==> src/rtl/hs_pport_pkg.sv <==
package hs_pport_pkg;
  typedef enum logic [1:0] {
    PM_PLAIN  = 2'd0,
    PM_SINGLE = 2'd1,
    PM_BIDIR  = 2'd2,
    PM_ALT    = 2'd3
  } pmode_e;

  localparam int unsigned IEN_W   = 2;
  localparam int unsigned IEN_IN  = 0;
  localparam int unsigned IEN_OUT = 1;
endpackage

==> src/rtl/hs_pport_decode.sv <==
module hs_pport_decode
  import hs_pport_pkg::*;
(
  input  logic [1:0] mode_i,
  input  logic       dir_in_i,
  output logic       single_o,
  output logic       bidir_o,
  output logic       acc_in_o,
  output logic       acc_out_o,
  output logic       wr_ok_o,
  output logic       static_drv_o
);
  pmode_e mode;
  assign mode = pmode_e'(mode_i);

  always_comb begin
    single_o     = (mode == PM_SINGLE);
    bidir_o      = (mode == PM_BIDIR);
    acc_in_o     = (single_o && dir_in_i) || bidir_o;
    acc_out_o    = (single_o && !dir_in_i) || bidir_o;
    wr_ok_o      = bidir_o || !dir_in_i;
    static_drv_o = !bidir_o && !dir_in_i;
  end
endmodule

==> src/rtl/hs_pport_flags.sv <==
module hs_pport_flags
  import hs_pport_pkg::*;
(
  input  logic             clk,
  input  logic             rst,
  input  logic             chg_i,
  input  logic             single_i,
  input  logic             bidir_i,
  input  logic             acc_in_i,
  input  logic             acc_out_i,
  input  logic             cpu_wr_i,
  input  logic             cpu_rd_i,
  input  logic             per_stb_i,
  input  logic             per_ack_i,
  input  logic             ien_we_i,
  input  logic [IEN_W-1:0] ien_wdata_i,
  output logic [IEN_W-1:0] ien_o,
  output logic             ibf_o,
  output logic             obf_n_o,
  output logic             intr_o
);
  logic ibf_d, obf_n_d, intr_d;

  always_comb begin
    ibf_d   = ibf_o;
    obf_n_d = obf_n_o;
    intr_d  = intr_o;
    if (chg_i) begin
      ibf_d   = 1'b0;
      obf_n_d = 1'b1;
      intr_d  = 1'b0;
    end else begin
      // CPU side first; gating uses the flags held before this cycle
      if (cpu_wr_i && acc_out_i) begin
        obf_n_d = 1'b0;
        if (single_i || !ibf_o) intr_d = 1'b0;
      end
      if (cpu_rd_i && acc_in_i) begin
        ibf_d = 1'b0;
        if (single_i || obf_n_o) intr_d = 1'b0;
      end
      // peripheral side last
      if (per_stb_i && acc_in_i) begin
        ibf_d = 1'b1;
        if (ien_o[IEN_IN]) intr_d = 1'b1;
      end
      if (per_ack_i && acc_out_i) begin
        obf_n_d = 1'b1;
        if (ien_o[IEN_OUT]) intr_d = 1'b1;
      end
    end
  end

  always_ff @(posedge clk) begin
    if (rst) begin
      ibf_o   <= 1'b0;
      obf_n_o <= 1'b1;
      intr_o  <= 1'b0;
      ien_o   <= '0;
    end else begin
      ibf_o   <= ibf_d;
      obf_n_o <= obf_n_d;
      intr_o  <= intr_d;
      if (ien_we_i) ien_o <= ien_wdata_i;
    end
  end

  assert_stb_fills_R2: assert property (@(posedge clk) disable iff (rst)
    (per_stb_i && acc_in_i && !chg_i) |=> ibf_o);
  assert_rd_drains_R3: assert property (@(posedge clk) disable iff (rst)
    (cpu_rd_i && acc_in_i && !per_stb_i && !chg_i) |=> !ibf_o);
  assert_bidir_rd_keeps_R3: assert property (@(posedge clk) disable iff (rst)
    (bidir_i && cpu_rd_i && !cpu_wr_i && !per_stb_i && !per_ack_i && !obf_n_o && intr_o && !chg_i)
      |=> intr_o);
  assert_wr_fills_R4: assert property (@(posedge clk) disable iff (rst)
    (cpu_wr_i && acc_out_i && !per_ack_i && !chg_i) |=> !obf_n_o);
  assert_ack_empties_R5: assert property (@(posedge clk) disable iff (rst)
    (per_ack_i && acc_out_i && !chg_i) |=> obf_n_o);
  assert_change_clears_R9: assert property (@(posedge clk) disable iff (rst)
    chg_i |=> (!ibf_o && obf_n_o && !intr_o));
  assert_plain_quiet_R10: assert property (@(posedge clk) disable iff (rst)
    (!single_i && !bidir_i && !chg_i) |=> ($stable(intr_o) && $stable(ibf_o) && $stable(obf_n_o)));
endmodule

==> src/rtl/hs_pport_data.sv <==
module hs_pport_data #(
  parameter int unsigned DW = 8
) (
  input  logic          clk,
  input  logic          rst,
  input  logic          chg_i,
  input  logic          bidir_i,
  input  logic          acc_in_i,
  input  logic          wr_ok_i,
  input  logic          static_drv_i,
  input  logic          cpu_wr_i,
  input  logic [DW-1:0] cpu_wdata_i,
  input  logic          per_stb_i,
  input  logic          per_ack_i,
  input  logic [DW-1:0] pad_i,
  output logic [DW-1:0] cpu_rdata_o,
  output logic          per_oe_o,
  output logic [DW-1:0] per_dout_o
);
  localparam logic [DW-1:0] IDLE_BYTE = '1;

  logic [DW-1:0] out_q, in_q;

  always_ff @(posedge clk) begin
    if (rst) begin
      out_q <= '0;
      in_q  <= '0;
    end else if (chg_i) begin
      out_q <= '0;
    end else begin
      if (cpu_wr_i && wr_ok_i) out_q <= cpu_wdata_i;
      if (per_stb_i && acc_in_i) in_q <= pad_i;
    end
  end

  always_comb begin
    if (acc_in_i)      cpu_rdata_o = in_q;
    else if (!wr_ok_i) cpu_rdata_o = pad_i;
    else               cpu_rdata_o = out_q;
    per_oe_o   = static_drv_i || (bidir_i && per_ack_i);
    per_dout_o = per_oe_o ? out_q : IDLE_BYTE;
  end

  assert_capture_R2: assert property (@(posedge clk) disable iff (rst)
    (per_stb_i && acc_in_i && !chg_i) |=> (in_q == $past(pad_i)));
  assert_bidir_drive_R6: assert property (@(posedge clk) disable iff (rst)
    (bidir_i && !per_ack_i) |-> (!per_oe_o && per_dout_o == IDLE_BYTE));
  assert_change_out_R9: assert property (@(posedge clk) disable iff (rst)
    chg_i |=> (out_q == '0));
endmodule

==> src/rtl/hs_pport.sv <==
module hs_pport
  import hs_pport_pkg::*;
#(
  parameter int unsigned DW = 8
) (
  input  logic             clk,
  input  logic             rst,
  input  logic [1:0]       cfg_mode,
  input  logic             cfg_dir_in,
  input  logic             cfg_change,
  input  logic             ien_we,
  input  logic [IEN_W-1:0] ien_wdata,
  output logic [IEN_W-1:0] ien_q,
  input  logic             cpu_wr,
  input  logic             cpu_rd,
  input  logic [DW-1:0]    cpu_wdata,
  output logic [DW-1:0]    cpu_rdata,
  input  logic [DW-1:0]    pad_in,
  input  logic             per_stb,
  input  logic             per_ack,
  output logic             per_oe,
  output logic [DW-1:0]    per_dout,
  output logic             ibf,
  output logic             obf_n,
  output logic             intr
);
  logic single, bidir, acc_in, acc_out, wr_ok, static_drv;

  hs_pport_decode u_dec (
    .mode_i      (cfg_mode),
    .dir_in_i    (cfg_dir_in),
    .single_o    (single),
    .bidir_o     (bidir),
    .acc_in_o    (acc_in),
    .acc_out_o   (acc_out),
    .wr_ok_o     (wr_ok),
    .static_drv_o(static_drv)
  );

  hs_pport_flags u_flags (
    .clk        (clk),
    .rst        (rst),
    .chg_i      (cfg_change),
    .single_i   (single),
    .bidir_i    (bidir),
    .acc_in_i   (acc_in),
    .acc_out_i  (acc_out),
    .cpu_wr_i   (cpu_wr),
    .cpu_rd_i   (cpu_rd),
    .per_stb_i  (per_stb),
    .per_ack_i  (per_ack),
    .ien_we_i   (ien_we),
    .ien_wdata_i(ien_wdata),
    .ien_o      (ien_q),
    .ibf_o      (ibf),
    .obf_n_o    (obf_n),
    .intr_o     (intr)
  );

  hs_pport_data #(.DW(DW)) u_data (
    .clk         (clk),
    .rst         (rst),
    .chg_i       (cfg_change),
    .bidir_i     (bidir),
    .acc_in_i    (acc_in),
    .wr_ok_i     (wr_ok),
    .static_drv_i(static_drv),
    .cpu_wr_i    (cpu_wr),
    .cpu_wdata_i (cpu_wdata),
    .per_stb_i   (per_stb),
    .per_ack_i   (per_ack),
    .pad_i       (pad_in),
    .cpu_rdata_o (cpu_rdata),
    .per_oe_o    (per_oe),
    .per_dout_o  (per_dout)
  );

  assert_reset_state_R1: assert property (@(posedge clk)
    rst |=> (!ibf && obf_n && !intr && ien_q == '0));
  assert_ien_load_R11: assert property (@(posedge clk) disable iff (rst)
    ien_we |=> (ien_q == $past(ien_wdata)));
endmodule

==> config.mk <==
export PLATFORM = sky130hd
export DESIGN_NAME = hs_pport
export DESIGN_NICKNAME = d
export VERILOG_FILES = /design/src/rtl/hs_pport_pkg.sv /design/src/rtl/hs_pport_decode.sv /design/src/rtl/hs_pport_flags.sv /design/src/rtl/hs_pport_data.sv /design/src/rtl/hs_pport.sv
export SDC_FILE = /design/constraint.sdc
export NUM_CORES = 1
export LEC_CHECK = 0
export BUFFER_PORTS_ARGS = -buffer_cell sky130_fd_sc_hd__buf_2
export CAP_MARGIN = 15
export CORE_UTILIZATION = 42
export DETAILED_ROUTE_END_ITERATION = 8
export MAX_ROUTING_LAYER = met4
export PLACE_DENSITY = 0.85
export RECOVER_POWER = 100
export SYNTH_ARGS = -nofsm -noshare
export SYNTH_HDL_FRONTEND = slang
export SYNTH_SLANG_ARGS = --single-unit
==> constraint.sdc <==
create_clock -name clk -period 1.3 [get_ports clk]
set_input_delay 0 -clock clk [delete_from_list [all_inputs] [get_ports clk]]
set_output_delay 0 -clock clk [all_outputs]
set_load 0.02 [all_outputs]
==> results of run 1 <==
-- cells by family (layout without fill, tap and decap cells) --
family          count (synthesis)  after routing  share of synthesized area [%]
mux                            18             18                           17.5
buf+inv                         9             85                           4.25
flops                          21             21                           40.8
simple gates                   55             55                           24.3
compound gates                 19             19                           13.2
-- metal layers --
layer | up-vias | part of all wire, % | GRT usage (%)
met5 | - | 0 | -
met4 | 0 | 2.4 | 12.2
met3 | 9 | 5.2 | 4.68
met2 | 48 | 50 | 48.3
met1 | 561 | 42 | 30.7
li1 | 569 | - | -
-- registers in the layout, indices dropped and copies added, names as in the netlist --
| signal | flops |
|---|---|
| u_data.in_q | 8 |
| u_data.out_q | 8 |
| u_flags.ibf_o | 1 |
| u_flags.ien_o | 2 |
| u_flags.intr_o | 1 |
| u_flags.obf_n_o | 1 |
-- critical path, stage by stage --
cell and delay, ns:
buf_2 0.12, nand2b_1 0.33, nand2b_1 0.18, buf_4 0.20, o22ai_1 0.17, nor2_1 0.08
buf_2 0.16
-- final cells by class --
class | instances | share of cell area, %
Inverter | 3 | 0.711
Multi-Input combinational cell | 92 | 36.4
Timing Repair Buffer | 78 | 32.3
Clock inverter | 1 | 0.316
Tap cell | 28 | 2.21
Clock buffer | 3 | 1.42
Sequential cell | 21 | 26.6
-- power by group --
| part | internal [mW] | leakage (nW) | switching, mW |
|---|---|---|---|
| registers | 0.663 | 0.171 | 0.0151 |
| logic | 0.186 | 0.509 | 0.237 |
| clock network | 0.115 | 0.0177 | 0.209 |
| total | 0.965 | 0.697 | 0.461 |
-- final timing paths --
path | start | end | slack [ns] | cells past startpoint
max | cfg_mode[0] | cpu_rdata[7] | 0.06 | 7
min | cfg_change | u_data.out_q[5]$_SDFFE_PP0P_ | 0.16 | 3
max reg2reg | u_flags.ien_o[1]$_SDFFE_PP0P_ | u_flags.ien_o[1]$_SDFFE_PP0P_ | 0.10 | 3
min reg2reg | u_data.in_q[1]$_SDFFE_PP0P_ | u_data.in_q[1]$_SDFFE_PP0P_ | 0.52 | 2
-- stage by stage --
| stage | total power, mW | utilization (%) | std cells | cell area, um^2 |
|---|---|---|---|---|
| floorplan | 0.912 | - | 122 | 1030 |
| global placement | 1.04 | 58.8 | 198 | 1330 |
| detailed placement | 1.05 | 58.8 | 198 | 1330 |
| CTS | 1.43 | 70.7 | 226 | 1590 |
| global route | 1.49 | 70.2 | 226 | 1580 |
| finish | 1.43 | 70.2 | 226 | 1580 |
-- cell usage in the layout (no fill, tap or decap), drive strengths merged, types with 3 or more instances in the layout --
cell type and count:
nor2 34, mux2i 18, dfxtp 21, o22ai 9, nand3 3, nand2 4, o21ai 3, buf 35
nand2b 11, dlygate4sd3 24, clkbuf 22, inv 3
-- timing repair --
item                                    4_1_cts  5_1_grt
endpoints found under the setup margin        0       14
gates resized for setup                       0        3
endpoints found under the hold margin        21        0
hold buffers                                 24        0
==> flow_metrics.tcl, run 1 <==
set metrics [dict create \
    syn_avg_cell_area_um2 8.45 \
    finalMaxSlewViolations 0 \
    syn-cell-area_um2 1030 \
    syn_to_final_growth_pct 53.5 \
    core_um2 2250 \
    synthTopCellsByArea "dfxtp_1 41%, mux2i_1 17%, nor2_1 12%" \
    fp.dieArea_um2 2660 \
    routed_wire_length_per_instance_um 14.5 \
    floorplan.initialDensity_pct 45.7 \
    post-synth-top-area-cell "dfxtp_1" \
    grtUsageTotal_pct 27.6 \
    maxCapViolations 0 \
    maxSlewHeadroom_pct 67.3 \
    final-hold-violation-count 0 \
    synth-main-ff-cell "dfxtp_1" \
    final.hold.worst_slack_ns 0.158 \
    fmax_mhz 808 \
    multi_input_comb_area_um2 577 \
    synth_cell_type_count 23 \
    drc 0 \
    first_iter_violations 16 \
    cts_htree_levels 1 \
    cts_buffers 3 \
    num_vias 1187 \
    synth_edf_count 0 \
    place.gp.congestion 0.912 \
    num_io_pins 51 \
    port-buffer-count 50 \
    regArea_um2 420 \
    grt_start_max_net_pins 13 \
    cp_data_arrival_time_ns 1.24 \
    worst_setup_hold_path_clk_slew_ns 0.12 \
    post-route-worst-setup-slack_ns 0.0625 \
    hold_class "input port to flop" \
    drt.antenna.violating_nets 0 \
    placed_wire_length_estimate_mm 2.10 \
    asyncSetResetFlopFracSynth_pct 0 \
    yosys.cell_count.top_type "nor2_1" \
    cts.sinks 21 \
    grt_antenna_before_repair 0 \
    synth-seq-cells 21 \
    drive_above_1_share_pct 24.7 \
    floorplan.die.width_um 51.5 \
    dp_slack_ns 0.0490 \
    synth_common_cells "34 x nor2_1, 21 x dfxtp_1, 18 x mux2i_1" \
    cts_tree "done" \
    worstPathRequired_ns 1.30 \
    clock_latency_ns 0.30 \
    clock_path_buffers 2 \
    synth_largest_type_area_fraction_pct 40.8 \
    setup_crit_end_kind "output port" \
    netlist_instances 122 \
    power.static_leakage_nw 0.697 \
    detail_route.first_pass.iterations 4 \
    number_of_post_cts_setup_repair_buffers 0 \
    crit_type "input port to output port" \
    grt_pass1_vias 1167 \
    antenna_cells_inserted 0 \
    total_global_routing_overflow 0 \
    synth_seq_area_share_pct 40.8 \
    num-fill-cells 183 \
    wl_mm 3.28 \
    yosys_warnings 0 \
    setup-violations-final 0 \
    std_cell_rows 17 \
    crit_share_post_route_pct 95.2 \
    fin_skew_ns 0.000462 \
    timing.critical_path.from_type "input port" \
    transition_time_at_the_pin_with_the_least_slew_margin_ns 0.485 \
    synth_nets 151 \
    y_dimension_of_the_die_um 51.5 \
    nets 228 \
    cellPowerDensity_nw_per_um2 901 \
    finalSetupTns_ns 0 \
    period_needed_ns 1.24 \
    max-vdd-ir-drop_mv 0.663 \
    outcome "finished clean" \
    global_route_wire_length_before_repair_mm 5.22 \
    clock_tree.root_cell "clkbuf_4" \
    critical_path_peak_fanout 8 \
    vias_per_cell 5.25 \
]
Power figures use the tool's default switching activity.
==> inputs of run 2 (changes only) <==
- CELL_PAD_IN_SITES_DETAIL_PLACEMENT: not set -> 0
- CELL_PAD_IN_SITES_GLOBAL_PLACEMENT: not set -> 1
- CORE_UTILIZATION: 42 -> 31
- PLACE_DENSITY: 0.85 -> 0.88
- SETUP_SLACK_MARGIN: not set -> 0.02
==> run 2 against run 1 <==
  * Count of clock-buffer cells in the layout is the same
  * Non-clock buffer count decreased by 2
  * Wire length shrank 9.1%
  * Cell count increased by 6.2%
  * Sequential share of layout area up 0.084 points
  * Critical path depth shrank 3
  * Register-to-register slack worse by 0.03 ns
  * Sequential power is essentially flat
  * Power is 2.3% lower
  * Hold slack worse by 0.14 ns
  * Flip-flop and latch count is the same
  * Setup slack improved by 0.0021 ns
==> flow_metrics.tcl, run 2 (synthesis gave the netlist of run 1 again) <==
set metrics [dict create \
    fp.dieArea_um2 3560 \
    floorplan.die.width_um 59.7 \
    global_route_wire_length_before_repair_mm 4.78 \
    syn_to_final_growth_pct 53.0 \
    port-buffer-count 50 \
    grt_start_max_net_pins 13 \
    num_io_pins 51 \
    grtUsageTotal_pct 18.5 \
    wl_mm 2.98 \
    clock_latency_ns 0.31 \
    place.gp.congestion 0.772 \
    finalMaxSlewViolations 0 \
    final_core_util_pct 50.8 \
    fmax_mhz 809 \
    crit-reg2reg-launch "u_flags.ien_o[1]$_SDFFE_PP0P_" \
    maxCapViolations 0 \
    y_dimension_of_the_die_um 59.7 \
    vias_per_cell 4.68 \
    design_power_total_mw 1.39 \
    floorplan.initialDensity_pct 33.2 \
    grt_pass1_vias 1093 \
    antenna_cells_inserted 0 \
    critical_path_peak_fanout 11 \
    setup-violations-final 0 \
    transition_time_at_the_pin_with_the_least_slew_margin_ns 0.380 \
    power.static_leakage_nw 0.693 \
    grt_antenna_before_repair 0 \
    placed_wire_length_estimate_mm 2.05 \
    cts_buffers 3 \
    num_vias 1122 \
    mostFrequentLayoutCell "nor2_1" \
    reg_top3 "u_data.in_q: 8 flops, u_data.out_q: 8 flops, u_flags.ien_o: 2 flops" \
    cts_tree "done" \
    outcome "finished clean" \
    crit_share_post_route_pct 95.0 \
    worst_setup_hold_path_clk_slew_ns 0.12 \
    maxSlewHeadroom_pct 74.5 \
    routed_wire_length_per_instance_um 12.4 \
    grt_setup_unrepaired "false" \
    critical_path_start "rst" \
    worstPathRequired_ns 1.49 \
    final_cell_mix "34 x nor2_1, 29 x buf_2, 23 x dlygate4sd3_1" \
    post-route-worst-setup-slack_ns 0.0646 \
    cts.sinks 21 \
    nets 226 \
    final-hold-violation-count 0 \
    stdcell_count 240 \
    detail_route.first_pass.iterations 4 \
    crit_type "input port to flop" \
    timing.critical_path.from_type "input port" \
    drive_above_1_share_pct 25.5 \
    setup_crit_end_kind "flop" \
    hold_path.startpoint "cpu_wr" \
    max-vdd-ir-drop_mv 0.630 \
    first_iter_violations 22 \
    cellPowerDensity_nw_per_um2 883 \
    core_um2 3100 \
    dp_slack_ns -0.00672 \
    cp_data_arrival_time_ns 1.43 \
    hold_class "input port to flop" \
    dpl.cell_count 213 \
    cts_htree_levels 1 \
    total_global_routing_overflow 0 \
    std_cell_rows 20 \
    clock_tree.root_cell "clkbuf_4" \
    clock_path_buffers 2 \
    fin_skew_ns 0.0158 \
    drc 0 \
    period_needed_ns 1.24 \
    drt.antenna.violating_nets 0 \
]
-- run 2: repair_timing --
item	in CTS	in global routing
gates resized for setup	2	2
gates cloned	0	0
hold endpoints to repair	21	0
setup endpoints to repair	8	8
setup buffers	0	0
hold buffers	23	0
-- run 2: critical path, stage by stage --
cell	delay, ns
dlygate4sd3_1	0.53
clkbuf_2	0.20
or2_2	0.42
a221o_1	0.28
-- run 2: path summary, 6_finish.rpt --
| kind | end | slack [ns] | depth (start not counted) |
|---|---|---|---|
| setup / recovery | u_flags.obf_n_o$_SDFFE_PP1N_ | 0.06 | 4 |
| hold / removal | u_flags.intr_o$_SDFF_PP0_ | 0.02 | 3 |
| setup reg to reg | u_flags.ien_o[1]$_SDFFE_PP0P_ | 0.07 | 3 |
| hold reg to reg | u_flags.intr_o$_SDFF_PP0_ | 0.51 | 2 |
-- run 2: area by class of cell --
class	count	area, um^2
inverter	3	11.3
tap	44	55.1
sequential	21	420
clock buffer	3	22.5
multi-input combinational	92	567
fill	338	1530
timing repair buffer	76	497
clock inverter	1	5.00
-- run 2: through the flow --
| stage | hold WS (ns) | TNS, ns | instance area, um^2 |
|---|---|---|---|
| after global routing | 0.00662 | 0 | 1580 |
| after floorplan | 0.136 | 0 | 1030 |
| final | 0.0204 | 0 | 1580 |
| after detailed placement | 0.252 | -0.00672 | 1340 |
| after CTS | 0.00355 | 0 | 1610 |
| after global placement | 0.235 | 0 | 1340 |
-- run 2: report_power, final --
part	internal [mW]	switching, mW
Sequential	0.663	0.0144
Clock	0.115	0.193
Combinational	0.183	0.225
Total	0.961	0.433
-- run 2: per-layer routing --
metal	share of wire (%)	track usage (%)	vias up
met2	51	32.2	29
met5	0	-	-
met1	45	21.0	521
met3	2.6	3.46	4
li1	-	-	568
met4	1.7	6.64	0
==> inputs of run 3 (changes only) <==
--- a/config.mk
+++ b/config.mk
@@ -13,5 +13,5 @@
 export DETAILED_ROUTE_END_ITERATION = 8
 export MAX_ROUTING_LAYER = met4
-export PLACE_DENSITY = 0.88
+export PLACE_DENSITY = 0.77
 export RECOVER_POWER = 100
 export SETUP_SLACK_MARGIN = 0.02
==> constraint.sdc (replaced) <==
create_clock -name clk -period 1.3 [get_ports clk]
set_input_delay 0.26 -clock clk [delete_from_list [all_inputs] [get_ports clk]]
set_output_delay 0.26 -clock clk [all_outputs]
set_load 0.02 [all_outputs]
==> run 3 against run 2 <==
  * Wire length decreased by 1.7%
  * Sequential power about the same
  * Maximum frequency shrank 13%
  * The run now ends with negative setup slack left
  * Highest routed layer unchanged
  * Final area up 12%
  * Power up 8.9%
  * Critical path depth grew 2
  * Count of clock-buffer cells in the layout unchanged
  * Critical endpoint is now per_dout[2]
  * First-iteration DRC count is 36% higher
  * Hold slack better by 0.17 ns
==> flow_metrics.tcl, run 3 (synthesis gave the netlist of run 1 again) <==
set metrics [dict create \
    first_iter_violations 30 \
    grt_pass1_vias 1094 \
    design_power_total_mw 1.52 \
    cellPowerDensity_nw_per_um2 862 \
    dpl.cell_count 222 \
    cts.sinks 21 \
    place.gp.congestion 0.840 \
    violated_checks "negative setup slack" \
    critPathSlowestCell "o21ai_4" \
    final_core_util_pct 56.7 \
    dp_slack_ns -0.257 \
    clock_tree.root_cell "clkbuf_4" \
    maxSlewHeadroom_pct 77.4 \
    stdcell_count 230 \
    drive_above_1_share_pct 52.7 \
    cts_htree_levels 1 \
    reg_top3 "u_data.in_q: 8 flops, u_data.out_q: 8 flops, u_flags.ien_o: 2 flops" \
    cts_tree "done" \
    grtUsageTotal_pct 19.0 \
    cts_buffers 3 \
    wl_mm 2.93 \
    critical_path_peak_fanout 7 \
    global_route_wire_length_before_repair_mm 4.89 \
    layout.cell_area.non_filler_um2 1760 \
    num_io_pins 51 \
    routed_wire_length_per_instance_um 12.7 \
    cp_data_arrival_time_ns 1.16 \
    final-hold-violation-count 0 \
    grt_antenna_before_repair 0 \
    num_vias 1063 \
    fin_skew_ns 0.00584 \
    setup-violations-final 17 \
    worstPathRequired_ns 1.04 \
    timing.critical_path.from_type "input port" \
    nets 216 \
    setup_crit_end_kind "output port" \
    clock_latency_ns 0.29 \
    outcome "complete, but fails checks" \
    placedInstanceArea_um2 1470 \
    vias_per_cell 4.62 \
    floorplan.die.width_um 59.7 \
    total_global_routing_overflow 0 \
    period_needed_ns 1.42 \
    port-buffer-count 50 \
    y_dimension_of_the_die_um 59.7 \
    grt_start_max_net_pins 13 \
    core_um2 3100 \
    crit_type "input port to output port" \
    placed_wire_length_estimate_mm 2.18 \
    syn_to_final_growth_pct 70.8 \
    detail_route.first_pass.iterations 3 \
    finalMaxSlewViolations 0 \
    post-route-worst-setup-slack_ns -0.117 \
    worstPathCellList "buf_8 -> nand2b_4 -> buf_4 -> o21ai_4 -> nand2b_4 -> buf_6" \
    antenna_cells_inserted 0 \
    mostFrequentLayoutCell "buf_2" \
    drc 0 \
    grt_setup_unrepaired "true" \
    std_cell_rows 20 \
    hold_class "input port to flop" \
    drt.antenna.violating_nets 0 \
    final_cell_mix "31 x buf_2, 26 x nor2_1, 21 x dfxtp_1" \
    power.static_leakage_nw 0.800 \
    worst_setup_hold_path_clk_slew_ns 0.11 \
    transition_time_at_the_pin_with_the_least_slew_margin_ns 0.335 \
    floorplan.initialDensity_pct 33.2 \
    max-vdd-ir-drop_mv 0.563 \
    fmax_mhz 706 \
    critPathTopFamily "buffers and inverters" \
    worstPathBufferInverterCount 3 \
    worst_path_largest_cell_delay_ns 0.25 \
    maxCapViolations 0 \
    crit_share_post_route_pct 109 \
    clock_path_buffers 2 \
    cpMostUsedCell "nand2b_4" \
    num-fill-cells 292 \
    fp.dieArea_um2 3560 \
]
run 3: changes by cell type in the layout (fill, tap and decap cells not counted), moves of 3 or more:
cell / previous run / this run
buf_8: 0 / 3
o22ai_1: 9 / 1
buf_6: 0 / 16
nor2_1: 34 / 26
clkbuf_1: 13 / 0
clkbuf_2: 9 / 0
buf_4: 1 / 14
nor2_2: 0 / 8
dlygate4sd3_1: 23 / 0
nand2b_1: 10 / 5
nand2b_4: 0 / 6
o22ai_2: 0 / 6
run 3: report_power, final:
part           internal (mW)  switching, mW
clock network          0.114          0.183
logic                  0.272          0.268
registers              0.663         0.0168
run 3: worst reg2reg max path, stage by stage (launching register included):
cell and delay, ns:
dfxtp_1 0.34, nand2_1 0.06, o221ai_1 0.11, a21o_1 0.17, a31oi_1 0.15
run 3: stage by stage:
step | hold WS, ns | setup TNS [ns]
floorplan | 0.396 | -1.04
global placement | 0.476 | -5.09
detailed placement | 0.488 | -5.84
CTS | 0.188 | -0.967
global route | 0.201 | -2.08
finish | 0.195 | -1.18
run 3: worst paths after layout:
| path | start | endpoint | slack (ns) | depth (start not counted) |
|---|---|---|---|---|
| setup / recovery | cfg_mode[0] | per_dout[2] | -0.12 | 6 |
| hold / removal | ien_wdata[1] | u_flags.ien_o[1]$_SDFFE_PP0P_ | 0.19 | 3 |
| setup reg to reg | u_flags.obf_n_o$_SDFFE_PP1N_ | u_flags.intr_o$_SDFF_PP0_ | 0.41 | 4 |
| hold reg to reg | u_flags.ibf_o$_SDFFE_PP0P_ | u_flags.ibf_o$_SDFFE_PP0P_ | 0.52 | 2 |
run 3: cell type report:
cell class / count / area [um^2] / area share [%]
clock buffer: 3 / 22.5 / 1.28
clock inverter: 1 / 5.00 / 0.284
tap: 44 / 55.1 / 3.13
sequential: 21 / 420 / 23.9
inverter: 3 / 11.3 / 0.640
timing repair buffer: 65 / 505 / 28.7
multi-input combinational: 93 / 741 / 42.1
run 3: layer usage:
metal	wire, um	track usage, %	vias up
met5	0	-	-
met4	31	3.99	0
met3	76	3.90	2
met2	1540	34.0	20
met1	1280	21.6	496
li1	-	-	545
run 3: repair_timing:
action | in CTS | in global routing
gates cloned | 1 | 0
pin swaps | 1 | 3
setup endpoints to repair | 17 | 17
hold buffers | 0 | 0
gates resized for setup | 45 | 13
buffers inserted | 2 | 1
